**src/rtl/nvm_pkg.sv**
```systemverilog
// Shared types for the serial memory model: protocol states and the kinds
// of array update. Assumes nothing beyond a 3-bit encoding for each.
package nvm_pkg;

    typedef enum logic [2:0] {
        ST_IDLE,
        ST_CMD,
        ST_DATA,
        ST_READ,
        ST_WAIT,
        ST_BUSY,
        ST_DONE
    } fsm_e;

    typedef enum logic [2:0] {
        OP_NONE,
        OP_WRITE,
        OP_ERASE,
        OP_ERASE_ALL,
        OP_WRITE_ALL
    } prog_op_e;

endpackage

```
**src/rtl/nvm_word_array.sv**
```systemverilog
// Flip-flop register file. Applies one update on a go pulse: single-word
// AND-write or erase, or the whole-array forms. Reset leaves every bit at 1.
// Assumes addr_i is below WORDS when a single-word op is issued.
module nvm_word_array
    import nvm_pkg::*;
#(
    parameter int WORDS  = 64,
    parameter int WIDTH  = 16,
    parameter int ADDR_W = $clog2(WORDS)
) (
    input  logic                   clk,
    input  logic                   rst_n,
    input  logic                   go_i,
    input  prog_op_e               op_i,
    input  logic [ADDR_W-1:0]      addr_i,
    input  logic [WIDTH-1:0]       wdata_i,
    output logic [WORDS*WIDTH-1:0] mem_o
);

    for (genvar gi = 0; gi < WORDS; gi++) begin : g_word
        logic [WIDTH-1:0] word_q;
        logic             hit;

        assign hit = (addr_i == ADDR_W'(gi));

        // Update this word when the pending operation targets it.
        always_ff @(posedge clk) begin
            if (!rst_n) begin
                word_q <= '1;
            end else if (go_i) begin
                case (op_i)
                    OP_WRITE:     if (hit) word_q <= word_q & wdata_i;
                    OP_ERASE:     if (hit) word_q <= '1;
                    OP_ERASE_ALL: word_q <= '1;
                    OP_WRITE_ALL: word_q <= word_q & wdata_i;
                    default:      word_q <= word_q;
                endcase
            end
        end

        assign mem_o[gi*WIDTH +: WIDTH] = word_q;
    end

endmodule

```
**config.mk**
```make
export PLATFORM = sky130hd
export DESIGN_NAME = nvm_word_array
export DESIGN_NICKNAME = d
export VERILOG_FILES = /design/src/rtl/nvm_pkg.sv /design/src/rtl/nvm_word_array.sv
export SDC_FILE = /design/constraint.sdc
export NUM_CORES = 2
export LEC_CHECK = 0
export ABC_CLOCK_PERIOD_IN_PS = 5220
export CAP_MARGIN = 10
export CORE_AREA = 2 2 407 409
export CTS_CLUSTER_DIAMETER = 80
export DETAILED_ROUTE_END_ITERATION = 8
export DIE_AREA = 0 0 409 411
export SLEW_MARGIN = 20
export SYNTH_ARGS = -nofsm -noshare
export SYNTH_HDL_FRONTEND = slang
export SYNTH_SLANG_ARGS = --single-unit
```
**constraint.sdc**
```tcl
create_clock -name clk -period 5.22 [get_ports clk]
set_input_delay 1.044 -clock clk [delete_from_list [all_inputs] [get_ports clk]]
set_output_delay 1.044 -clock clk [all_outputs]
set_load 0.02 [all_outputs]
```
==> summary.txt <==
Synthesis
  – Post-synthesis cell type count: 33
  – Post-synthesis net count: 3552
  – Yosys top cell area share: 61.6%
  – Cell count after synthesis: 3524
  – Sequential-to-total area share from yosys stat: 61.6%
  – Yosys reg bits: 1024
  – Syn Area/Cell: 9.45 um2
  – Synth Warn #: 0
  – Number of flops mapped to enable cells by yosys: 0
  – Most frequent cells after synthesis: dfxtp_1 (1024), nand2_1 (1023), o21ai_0 (980), clkbuf_1 (94), clkbuf_2 (74)
  – Synth async-reset ratio: 0%
  – Yosys top cell by area: dfxtp_1
  – Most numerous cell in the Yosys netlist: dfxtp_1
  – Top post-synthesis cells by area: dfxtp_1 (62%), o21ai_0 (15%), nand2_1 (12%), a211oi_4 (2.5%), clkbuf_2 (1.1%)
  – Ys flop type: dfxtp_1
  – Post-Syn Area: 33300 um2

Drt
  – # DRC: 0
  – Routed len/inst: 23.7 um
  – DR pass1 iterations: 6
  – WL final: 161 mm
  – Vias: 30400
  – Met2 wire len: 76.6 mm
  – Met3 WL: 12.5 mm
  – Wl on met1: 65.5 mm
  – Top sig layer: met5
  – Via density: 4.48
  – Starting DRT DRC Count: 2340
  – Detail Route Antenna Nets: 0

STA
  – Final period util: 62.1%
  – Hold Fails Final Rpt: 0
  – RSZ-0062 raised after global routing: false
  – Final setup violation count: 0
  – Relative slew slack: 30.7%
  – Slew at the pin closest to its max-slew limit: 1.04 ns
  – Worst-case clock skew: 0 ns
  – Final critical-path required period: 3.24 ns
  – Max Clock Freq: 0.309 GHz
  – Setup_tns: 0 ns
  – Max-slew violations: 0

Floorplanning
  – Die Wd: 409 um
  – Num ports: 1052
  – Die ar.: 168000 um2
  – Rows: 149
  – Initial Utilization: 20.3%
  – Die H: 411 um
  – Total core area: 164000 um2

Clocking
  – CTS tree: done
  – Clock Latency Late Sink: 0.75 ns
  – Root Buffer: clkbuf_16
  – CTS buffer count: 110
  – Post-CTS Hold Buffers: 0
  – CTS sink count: 1024
  – Post-CTS sizing: 0
  – Clk slew on worst S/H paths: 0.06 ns
  – Post-CTS Setup Inserts: 0
  – H-tree depth: 3
  – CTS Buffer Depth: 3

Setup path
  – Startpoint types: input port
  – Critical Path AT: 3.85 ns
  – Slowest cell on crit path: a211oi_4
  – Worst path required time: 5.83 ns
  – Crit path kind: in2reg
  – Gate family responsible for the most delay along the worst path: compound AO/OA/AOI/OAI gates
  – Worst path bufs/invs: 2
  – Cell Chain, Critical Path: clkdlybuf4s50_1 > and2_2 > buf_4 > a211oi_4 > o21a_2 > nand2_1
  – Critical path peak fanout: 17
  – CP max stage delay: 0.82 ns
  – Worst Setup End Kind: flop

Global route
  – Total track usage: 18.2%
  – GRT overflow: 0
  – Pin count of the biggest net entering global routing: 65
  – Antenna violations before repair: 7
  – First-pass GRT wire length: 222 mm
  – Vias in the first global route: 29100

Placement
  – HPWL after DPL: 109 mm
  – Placer Congestion: 0.813
  – IO buf count: 1051
  – Placed cells: 6574

Power
  – Leak: 18.6 nW
  – Max VDD drop: 0.000301 V
  – PwrDens: 387 nW/um2

Run
  – Max Cap Viol: 0

Min path
  – Hold Crit Class: reg2reg

Status
  – Status: completed

Cells and area
  – Finished Layout Cells: 6787
  – Layout area overhead: 49.2%
  – Max reg flops: 1024
  – Biggest regs: g_word.word_q x1024
  – Layout Nets: 4525
  – Share of cells above drive strength 1: 8.82%
  – Reg with most FFs: g_word.word_q
-- worst reg2reg max path, stage by stage, from the launching register on --
cell     delay (ns)
dfxtp_1        0.60
o21ai_0        0.16
nand2_1        0.09
-- where the power goes --
part | internal, W | switching (W)
combinational | 0.000997 | 0.00182
sequential | 0.00821 | 0.000197
clock | 0.00461 | 0.00341
total | 0.0138 | 0.00542
-- path summary, 6_finish.rpt --
| check | cells after the start | slack, ns | startpoint | to |
|---|---|---|---|---|
| worst max-delay path | 6 | 1.98 | addr_i[1] | g_word[31].word_q[3] |
| worst min-delay path | 2 | 0.46 | g_word[22].word_q[1] | g_word[22].word_q[1] |
| worst max register to register | 2 | 4.31 | g_word[10].word_q[15] | g_word[10].word_q[15] |
| worst min register to register | 2 | 0.46 | g_word[22].word_q[1] | g_word[22].word_q[1] |
-- layout make-up --
class	instances	area [um2]
Timing Repair Buffer	1129	11200
Clock buffer	161	3160
Clock inverter	44	538
Multi-Input combinational cell	2216	11400
Inverter	16	60.1
Sequential cell	1024	20500
Fill cell	16900	114000
Tap cell	2189	2740
Antenna cell	8	20.0
-- kinds of logic after synthesis --
kind of cell / Yosys count / synth area share (%)
xor+xnor: 1 / 0.0827
compound gates: 1169 / 21.2
flops: 1024 / 61.6
buf+inv: 284 / 4.62
simple gates: 1046 / 12.5
-- metal layers --
layer,GRT usage (%),vias up
li1,-,13700
met1,22.3,15100
met2,30.5,1349
met3,4.55,311
met4,7.27,2
met5,0,-
-- stage by stage --
step                      total power [W]  instance area [um2]  worst slack, ns  util (%)  hold slack (ns)
after floorplan                   0.00995                33300             2.64         -            0.540
after global placement             0.0114                45900             1.27      28.0            0.446
after detailed placement           0.0114                45900             1.22      28.0            0.451
after CTS                          0.0194                49600             2.03      30.3            0.461
after global routing               0.0199                49600             1.89      30.3            0.472
final                              0.0192                49700             1.98      30.3            0.457
-- cell usage in the layout, fill, tap and decap left out, types with 5 or more instances in the layout --
cell type / synthesis / routed
bufinv_16: 0 / 8
o211ai_1: 6 / 6
o211ai_4: 0 / 10
clkinvlp_4: 0 / 5
dfxtp_1: 1024 / 1024
o21ai_0: 980 / 980
clkbuf_1: 94 / 31
clkbuf_16: 0 / 111
clkdlybuf4s50_1: 0 / 1045
o21a_1: 14 / 14
inv_1: 16 / 16
nand2_1: 1023 / 1023
o21ai_1: 44 / 44
diode_2: 0 / 8
o21a_2: 34 / 34
buf_4: 38 / 68
buf_12: 0 / 10
o21a_4: 16 / 16
a211oi_2: 22 / 14
clkinv_2: 0 / 19
a211oi_4: 42 / 50
clkbuf_8: 0 / 19
Power figures use the tool's default switching activity.
